<file path="src/rtl/belt_pkg.sv">
package belt_pkg;

    parameter int unsigned BELT_DW = 32;

    typedef struct packed {
        logic               vld;
        logic [BELT_DW-1:0] val;
    } belt_entry_t;

    function automatic belt_entry_t mk_entry(input logic v, input logic [BELT_DW-1:0] d);
        belt_entry_t e;
        e.vld = v;
        e.val = d;
        return e;
    endfunction

endpackage

</file>
<file path="src/rtl/belt_tap.sv">
module belt_tap
    import belt_pkg::*;
#(
    parameter int unsigned DEPTH = 16,
    localparam int unsigned PW   = $clog2(DEPTH)
) (
    input  belt_entry_t [DEPTH-1:0] q,
    input  logic                    en,
    input  logic [PW-1:0]           pos,
    output logic [BELT_DW-1:0]      data,
    output logic                    err
);

    belt_entry_t hit;

    always_comb begin
        hit  = q[pos];
        data = hit.vld ? hit.val : '0;
        err  = en & ~hit.vld;
    end

endmodule

</file>
<file path="src/rtl/belt_ins_pack.sv">
module belt_ins_pack
    import belt_pkg::*;
#(
    parameter int unsigned NWR = 2,
    parameter int unsigned NSV = 2,
    localparam int unsigned NC = NSV + NWR,
    localparam int unsigned CW = $clog2(NC + 1)
) (
    input  belt_entry_t [NSV-1:0]              sv_ent,
    input  logic        [NSV-1:0]              sv_vld,
    input  logic        [NWR-1:0]              wr_vld,
    input  logic        [NWR-1:0][BELT_DW-1:0] wr_data,
    output belt_entry_t [NWR-1:0]              slot,
    output logic        [CW-1:0]               n_acc,
    output logic                               ovf
);

    belt_entry_t [NC-1:0] cand;
    logic        [NC-1:0] cand_v;
    logic        [CW-1:0] cnt;

    // Priority order: saves first (port 0 foremost), then results by port.
    for (genvar s = 0; s < NSV; s++) begin : g_sv
        assign cand[s]   = sv_ent[s];
        assign cand_v[s] = sv_vld[s];
    end
    for (genvar w = 0; w < NWR; w++) begin : g_wr
        assign cand[NSV+w]   = mk_entry(1'b1, wr_data[w]);
        assign cand_v[NSV+w] = wr_vld[w];
    end

    always_comb begin
        cnt  = '0;
        slot = '0;
        for (int c = 0; c < NC; c++) begin
            if (cand_v[c]) begin
                for (int j = 0; j < NWR; j++) begin
                    if (cnt == CW'(j)) slot[j] = cand[c];
                end
                cnt = cnt + 1'b1;
            end
        end
        ovf   = (cnt > CW'(NWR));
        n_acc = ovf ? CW'(NWR) : cnt;
    end

endmodule

</file>
<file path="src/rtl/belt_store.sv">
module belt_store
    import belt_pkg::*;
#(
    parameter int unsigned DEPTH = 16,
    parameter int unsigned NWR   = 2,
    parameter int unsigned CW    = 3
) (
    input  logic                    clk,
    input  logic                    rst,
    input  belt_entry_t [NWR-1:0]   slot,
    input  logic        [CW-1:0]    n_acc,
    output belt_entry_t [DEPTH-1:0] q
);

    belt_entry_t [DEPTH-1:0] nxt;

    for (genvar p = 0; p < DEPTH; p++) begin : g_pos
        belt_entry_t [NWR:0] opt;
        assign opt[0] = q[p];
        for (genvar k = 1; k <= NWR; k++) begin : g_shift
            if (p < k) begin : g_new
                assign opt[k] = slot[p];
            end else begin : g_old
                assign opt[k] = q[p-k];
            end
        end
        always_comb begin
            nxt[p] = opt[0];
            for (int k = 1; k <= NWR; k++) begin
                if (n_acc == CW'(k)) nxt[p] = opt[k];
            end
        end
    end

    always_ff @(posedge clk) begin
        if (rst) q <= '0;
        else     q <= nxt;
    end

endmodule

</file>
<file path="src/rtl/belt_queue.sv">
module belt_queue
    import belt_pkg::*;
#(
    parameter int unsigned DEPTH = 16,
    parameter int unsigned NWR   = 2,
    parameter int unsigned NRD   = 3,
    parameter int unsigned NSV   = 2,
    localparam int unsigned PW   = $clog2(DEPTH),
    localparam int unsigned CW   = $clog2(NSV + NWR + 1)
) (
    input  logic                          clk,
    input  logic                          rst,
    input  logic [NWR-1:0]                wr_vld,
    input  logic [NWR-1:0][BELT_DW-1:0]   wr_data,
    input  logic [NSV-1:0]                sv_vld,
    input  logic [NSV-1:0][PW-1:0]        sv_pos,
    input  logic [NRD-1:0]                rd_en,
    input  logic [NRD-1:0][PW-1:0]        rd_pos,
    output logic [NRD-1:0][BELT_DW-1:0]   rd_data,
    output logic [NRD-1:0]                rd_err,
    output logic [NSV-1:0]                sv_err,
    output logic                          ins_ovf
);

    belt_entry_t [DEPTH-1:0] belt_q;
    belt_entry_t [NSV-1:0]   sv_ent;
    logic [NSV-1:0][BELT_DW-1:0] sv_val;
    belt_entry_t [NWR-1:0]   slot;
    logic [CW-1:0]           n_acc;

    for (genvar i = 0; i < NRD; i++) begin : g_rd
        belt_tap #(.DEPTH(DEPTH)) u_tap (
            .q    (belt_q),
            .en   (rd_en[i]),
            .pos  (rd_pos[i]),
            .data (rd_data[i]),
            .err  (rd_err[i])
        );
    end

    for (genvar i = 0; i < NSV; i++) begin : g_sv
        belt_tap #(.DEPTH(DEPTH)) u_tap (
            .q    (belt_q),
            .en   (sv_vld[i]),
            .pos  (sv_pos[i]),
            .data (sv_val[i]),
            .err  (sv_err[i])
        );
        assign sv_ent[i] = mk_entry(~sv_err[i], sv_val[i]);
    end

    belt_ins_pack #(.NWR(NWR), .NSV(NSV)) u_pack (
        .sv_ent  (sv_ent),
        .sv_vld  (sv_vld),
        .wr_vld  (wr_vld),
        .wr_data (wr_data),
        .slot    (slot),
        .n_acc   (n_acc),
        .ovf     (ins_ovf)
    );

    belt_store #(.DEPTH(DEPTH), .NWR(NWR), .CW(CW)) u_store (
        .clk   (clk),
        .rst   (rst),
        .slot  (slot),
        .n_acc (n_acc),
        .q     (belt_q)
    );

endmodule

</file>
<file path="config.mk">
export PLATFORM = sky130hd
export DESIGN_NAME = belt_queue
export DESIGN_NICKNAME = d
export VERILOG_FILES = /design/src/rtl/belt_pkg.sv /design/src/rtl/belt_tap.sv /design/src/rtl/belt_ins_pack.sv /design/src/rtl/belt_store.sv /design/src/rtl/belt_queue.sv
export SDC_FILE = /design/constraint.sdc
export NUM_CORES = 2
export LEC_CHECK = 0
export BUFFER_PORTS_ARGS = -buffer_cell sky130_fd_sc_hd__buf_2
export CAP_MARGIN = 20
export CORE_ASPECT_RATIO = 1.25
export CORE_MARGIN = 2
export CORE_UTILIZATION = 44
export CTS_CLUSTER_SIZE = 14
export DETAILED_ROUTE_END_ITERATION = 8
export PLACE_DENSITY_LB_ADDON = 0.05
export SLEW_MARGIN = 20
export SYNTH_ARGS = -nofsm -noshare
export SYNTH_HDL_FRONTEND = slang
export SYNTH_HIERARCHICAL = 1
export SYNTH_SLANG_ARGS = --single-unit
</file>
<file path="constraint.sdc">
create_clock -name clk -period 11.8 [get_ports clk]
set_clock_uncertainty 0.1 [all_clocks]
set_input_delay 2.36 -clock clk [delete_from_list [all_inputs] [get_ports clk]]
set_output_delay 2.36 -clock clk [all_outputs]
set_load 0.02 [all_outputs]
</file>
Word-level counts from Yosys, hierarchy flattened
Index checks and enable logic that the tools add are counted.
{"block": "totals", "regBits": 528, "latch_bits": 0, "ram_bits": 0, "romBits": 0, "in_bits": 93, "output_inout_bits": 102, "mem_count": 0}
{"block": "classes", "addsub": 3, "mul": 0, "div": 0, "n_lt_le_gt_ge": 6, "n_eq_ne": 5, "shift": 0, "mux": 62, "bitwise_logic": 12, "n_reduce_logical": 4}
{"operator": "$mux 33", "n": 44}
{"operator": "$bmux 33 s4", "n": 5}
{"operator": "$mux 66", "n": 3}
{"operator": "$mux 32", "n": 5}
{"operator": "$lt 4x5->1 const B", "n": 5}
{"operator": "$mux 3", "n": 4}
{"operator": "$eq 3x1->1 const B", "n": 3}
{"operator": "$logic_not 3->1", "n": 3}
{"operator": "$not 1->1", "n": 7}
{"operator": "$add 3x1->3 const B", "n": 2}
{"operator": "$and 1x1->1", "n": 5}
{"operator": "$eq 3x2->1 const B", "n": 1}
{"operator": "$gt 3x2->1 const B", "n": 1}
{"operator": "$add 1x1->2 const B", "n": 1}
{"operator": "$reduce_bool 2->1", "n": 1}
{"operator": "$eq 1x1->1 const B", "n": 1}
{"operator": "$mux 1", "n": 1}

Depth between registers and ports, before layout
{"block": "logic_depth", "depth_word": 14, "ltp_mapped": 15}

Hierarchy
Netlist, hierarchy kept.
{"mod": "belt_store", "instances": 1, "cells_per_inst": 3014, "area_each_um2": 24467.2}
{"mod": "belt_tap", "instances": 5, "cells_per_inst": 284, "area_each_um2": 3947.5}
{"mod": "belt_ins_pack", "instances": 1, "cells_per_inst": 341, "area_each_um2": 2602.5}
{"mod": "belt_queue", "instances": 1, "cells_per_inst": 2, "area_each_um2": 7.5}

Least setup slack after synthesis
Ideal clock, no wire load.
{"block": "synth_path", "path_kind": "input to output", "startpoint": "in sv_vld[1]", "endpoint": "out ins_ovf", "t_arrival_ns": 3.938, "path_slack_ns": 5.402, "path_stages": 8, "path_cell_list": "buf_2 -> clkbuf_1 -> inv_1 -> ha_1 -> buf_2 -> nand2_2 -> nand2_1 -> a221o_1"}
{"block": "synth_between", "elab_chain_cells": 6}
{"item": "start: declaration", "line_no": "belt_queue.sv:15", "source": "input logic [NSV-1:0] sv_vld,"}
{"item": "$mux 3 (*)", "line_no": "belt_ins_pack.sv:36", "source": "if (cand_v[c]) begin"}
{"item": "$add 3x1->3", "line_no": "belt_ins_pack.sv:40", "source": "cnt = cnt + 1'b1;"}
{"item": "$mux 3 (*)", "line_no": "belt_ins_pack.sv:36"}
{"item": "$add 3x1->3", "line_no": "belt_ins_pack.sv:40"}
{"item": "$mux 3 (*)", "line_no": "belt_ins_pack.sv:36"}
{"item": "$gt 3x2->1 (*)", "line_no": "belt_ins_pack.sv:43", "source": "ovf = (cnt > CW'(NWR));"}
{"item": "end: declaration", "line_no": "belt_queue.sv:22", "source": "output logic ins_ovf"}
Every way passes the cells marked *; elsewhere a longest branch is shown, timed or not.

==> PnR_summary.wiki <==
{| class="wikitable"
! Metric !! Value
|-
| Vertical die dimension || between 300 and 400 µm
|-
| Most frequent cells in the layout || sky130_fd_sc_hd__a211oi_1 (990), sky130_fd_sc_hd__a21oi_1 (688), sky130_fd_sc_hd__mux4_2 (660)
|-
| Setup tns final || 0 ns
|-
| Slew at the pin closest to its max-slew limit || approximately 1.4 ns
|-
| Later-pin clock latency in the skew report || slightly below 0.7 ns
|-
| Remaining antenna violation count || 0
|-
| Via count of the first global-routing pass || 43229
|-
| Min-Delay Path Depth || 2
|-
| Synth cell types || 48
|-
| Area share of the leading cell type in the synthesized netlist || 31.8%
|-
| Synthesis-to-finish area growth || 5.91%
|-
| Regs by FF count || u_store/q (528)
|-
| Max IR drop VDD || 0.129 mV
|-
| Wire length per cell after detailed routing || ~35 µm
|-
| Number of nets at the end of the flow || 4535
|-
| Setup slack of the most critical reg-to-reg path || between 8 and 9 ns
|-
| Endpoint type of the worst setup path || primary output
|-
| GR Util All Layers || 36.8%
|-
| Area fraction in compound gates after synthesis || a little under a third
|-
| Routed Wire Length || ~210 mm
|-
| Main combinational cell family by area after synthesis || multiplexers
|-
| Max-slew violation count || 0
|-
| GPL Wtd Cong || just over 0.8
|-
| Hold Path Class || flip-flop to flip-flop
|-
| Basic-gate share of the synthesized area counting and, or, nand and nor cells || 6.00%
|-
| Peak clock frequency supported by timing || between 100 and 150 MHz
|-
| TritonCTS Buffers || 70
|-
| Yosys warnings || 6
|-
| Leading cell type in the layout, fill and taps excluded || sky130_fd_sc_hd__a211oi_1
|-
| H-tree Lvls || 3
|-
| Register with the most flip-flops || u_store/q
|-
| Wire length of the first global-routing pass || between 300 and 400 mm
|-
| Critical Path Source Type || primary input
|-
| Average via count per standard cell || around 7.7
|-
| Unrepaired setup endpoints after global routing || false
|-
| Number of enable-type register cells in the synthesized netlist || 0
|-
| Total power draw || approximately 7.1 mW
|-
| Chip width || a little under 300 µm
|-
| Number of buffers added for setup after CTS || 0
|-
| # DRC || 0
|-
| Post-route fraction of the period consumed by the critical path || 68.4%
|-
| Top-Level Pins || between 150 and 200
|-
| Worst hold margin || roughly 0.44 ns
|-
| Capture endpoint of the worst hold path || u_store/q[436]$_SDFFE_PP0P_
|-
| Hold_sp || u_store/q[370]$_SDFFE_PP0P_
|-
| Power per Cell Area || 143 nW/µm²
|-
| Post-synth ARST share || 0%
|-
| Worst setup timing slack at the placement stage || ~3.8 ns
|-
| Die Outline Area || 109000 µm²
|-
| Non-filler cells in the finished layout || between 5000 and 6000
|-
| Count of cells resized by post-cts repair || 0
|-
| Post-Synthesis Net Count || between 4000 and 5000
|-
| Static Leakage || 14.7 nW
|-
| Reg2Reg Depth || 10
|-
| Worst slew slack as a fraction of its limit || between 3 and 4%
|-
| Fraction of final layout cells sized beyond drive strength 1 || about a quarter
|-
| CTS root buffer || sky130_fd_sc_hd__clkbuf_16
|-
| Number of cell rows || approximately 130
|-
| Antenna violations before repair || 21
|-
| Overflow left after global routing || 0
|-
| Pre-Repair DR Iteration Count || 6
|-
| End of the worst register-to-register path || u_store/q[16]$_SDFFE_PP0P_
|-
| Vias after detailed routing || between 40000 and 50000
|-
| Data arrival time of the worst path || 5.61 ns
|-
| Mux contribution to synthesized area || between 30% and 40%
|-
| Initial core utilization || 44.4%
|-
| Cts-stage hold buffer count || 0
|-
| Critical path class || primary input to primary output
|-
| TritonCTS clock tree || done
|-
| Final-report setup violation count || 0
|-
| Post-layout minimum cycle time || roughly 8 ns
|-
| Clock transition time at the flip-flop clock pins of the worst setup and hold paths || 0.06 ns
|-
| Top cells by area, synth || sky130_fd_sc_hd__mux4_2 (32%), sky130_fd_sc_hd__dfxtp_1 (23%), sky130_fd_sc_hd__a211oi_1 (16%)
|-
| Critical path required time || between 9 and 10 ns
|-
| Initial DRC Count || roughly 6200
|-
| Largest fanout on the critical path || between 50 and 60
|-
| Placeable core region || roughly 110000 µm²
|-
| Origin of the critical flop-to-flop path || u_store/q[461]$_SDFFE_PP0P_
|-
| Max reg flops || approximately 530
|-
| Fraction of the yosys area taken by sequential cells || a little under a quarter
|-
| Cell count after synthesis || around 4800
|-
| DP HPWL || approximately 100 mm
|-
| Max-cap viol count || 0
|-
| Cell taking the most area after synthesis || sky130_fd_sc_hd__mux4_2
|-
| Worst setup slack after layout || roughly 3.7 ns
|-
| Number of buffer cells added on primary ports || 194
|-
| Maximum clock insertion buffer count || 3
|-
| Number of synthesized register bits || between 500 and 600
|-
| Number of endpoints with negative hold slack in the final report || 0
|-
| Area share of fa/ha/maj cells after synthesis || less than 1%
|-
| Largest net degree at the start of global routing || roughly 530
|-
| Dominant register cell in the synthesized netlist || sky130_fd_sc_hd__dfxtp_1
|-
| Status || complete, no violations
|-
| Synth Area in XOR/XNOR || less than 1%
|-
| Avg Synthesized Cell Area || 9.80 µm²
|-
| Post-Synthesis Cell Area || roughly 47000 µm²
|-
| Clk sinks || about 530
|-
| DP Cell Count || ~5800
|}
-- cells by family (layout without fill, tap and decap cells) --
group	after synthesis	count (layout)
XOR/XNOR	2	2
AO/OA/AOI/OAI	2147	2147
AND/OR/NAND/NOR	644	644
adder cells (fa/ha/maj)	4	4
multiplexers	725	725
buffers and inverters	726	436
flip-flops	528	528
other	1	12
-- metrics by stage --
step	utilization (%)	cell area, µm²
2_1_floorplan	-	46800
3_3_place_gp	44.9	47300
3_5_place_dp	44.9	47300
4_1_cts	47.0	49500
5_1_grt	47.1	49600
6_report	47.1	49600
-- area by class of cell --
cell class	count	area (µm²)
clock inverter	18	151
antenna	11	27.5
sequential	528	10600
tap	1417	1770
timing repair buffer	276	1800
fill	9866	55800
clock buffer	103	2060
inverter	39	146
multi-input combinational	3523	33100
-- Yosys cell counts (2+ instances only) --
| cell type | number |
|---|---|
| sky130_fd_sc_hd__a211oi_1 | 991 |
| sky130_fd_sc_hd__a21oi_1 | 688 |
| sky130_fd_sc_hd__mux4_2 | 660 |
| sky130_fd_sc_hd__dfxtp_1 | 528 |
| sky130_fd_sc_hd__nand2_1 | 500 |
| sky130_fd_sc_hd__clkbuf_1 | 392 |
| sky130_fd_sc_hd__a22oi_1 | 352 |
| sky130_fd_sc_hd__buf_2 | 154 |
| sky130_fd_sc_hd__buf_4 | 61 |
| sky130_fd_sc_hd__buf_1 | 52 |
| sky130_fd_sc_hd__inv_1 | 38 |
| sky130_fd_sc_hd__o21ai_0 | 35 |
| sky130_fd_sc_hd__nand3_1 | 34 |
| sky130_fd_sc_hd__a2bb2oi_1 | 32 |
| sky130_fd_sc_hd__a31oi_1 | 32 |
| sky130_fd_sc_hd__and3_1 | 32 |
| sky130_fd_sc_hd__mux2i_1 | 32 |
| sky130_fd_sc_hd__nand3b_1 | 32 |
| sky130_fd_sc_hd__mux2_4 | 29 |
| sky130_fd_sc_hd__buf_6 | 28 |
| sky130_fd_sc_hd__and2_1 | 11 |
| sky130_fd_sc_hd__nor2b_1 | 11 |
| sky130_fd_sc_hd__a22o_1 | 10 |
| sky130_fd_sc_hd__nor2_1 | 5 |
| sky130_fd_sc_hd__nor2_4 | 5 |
| sky130_fd_sc_hd__ha_1 | 4 |
| sky130_fd_sc_hd__mux2_2 | 4 |
| sky130_fd_sc_hd__nand2_2 | 2 |
| sky130_fd_sc_hd__o21ai_4 | 2 |
| sky130_fd_sc_hd__o31ai_1 | 2 |
| sky130_fd_sc_hd__or3_1 | 2 |
-- routing by layer --
| layer | up-vias | wire, µm | global-route usage [%] |
|---|---|---|---|
| met5 | - | 87 | 0 |
| met4 | 16 | 10800 | 17.7 |
| met3 | 628 | 22200 | 8.85 |
| met2 | 2859 | 91700 | 54.6 |
| met1 | 23230 | 80400 | 50.3 |
| li1 | 18868 | - | - |
-- worst max-delay path, stage by stage --
cell and delay (ns):
sky130_fd_sc_hd__buf_8 0.51, sky130_fd_sc_hd__mux4_2 0.60, sky130_fd_sc_hd__a22o_1 0.27, sky130_fd_sc_hd__nor2_4 0.50, sky130_fd_sc_hd__buf_4 0.70, sky130_fd_sc_hd__a21oi_1 0.30, sky130_fd_sc_hd__buf_2 0.26
-- how the worst max path moves through the flow --
stage / end / slack, ns / from
after floorplan: ins_ovf / 5.40 / sv_vld[1]
after global placement: rd_data[9] / 3.77 / rd_pos[0]
after detailed placement: rd_data[9] / 3.78 / rd_pos[0]
after CTS: rd_data[9] / 3.78 / rd_pos[0]
after global routing: rd_data[9] / 3.68 / rd_pos[0]
final: rd_data[60] / 3.73 / rd_pos[4]
-- power by group --
part,internal (mW),switching (mW)
sequential,2.02,0.493
clock,1.23,0.950
combinational,1.02,1.38
total,4.27,2.82
Note: power is estimated with default switching activity, not from simulation.
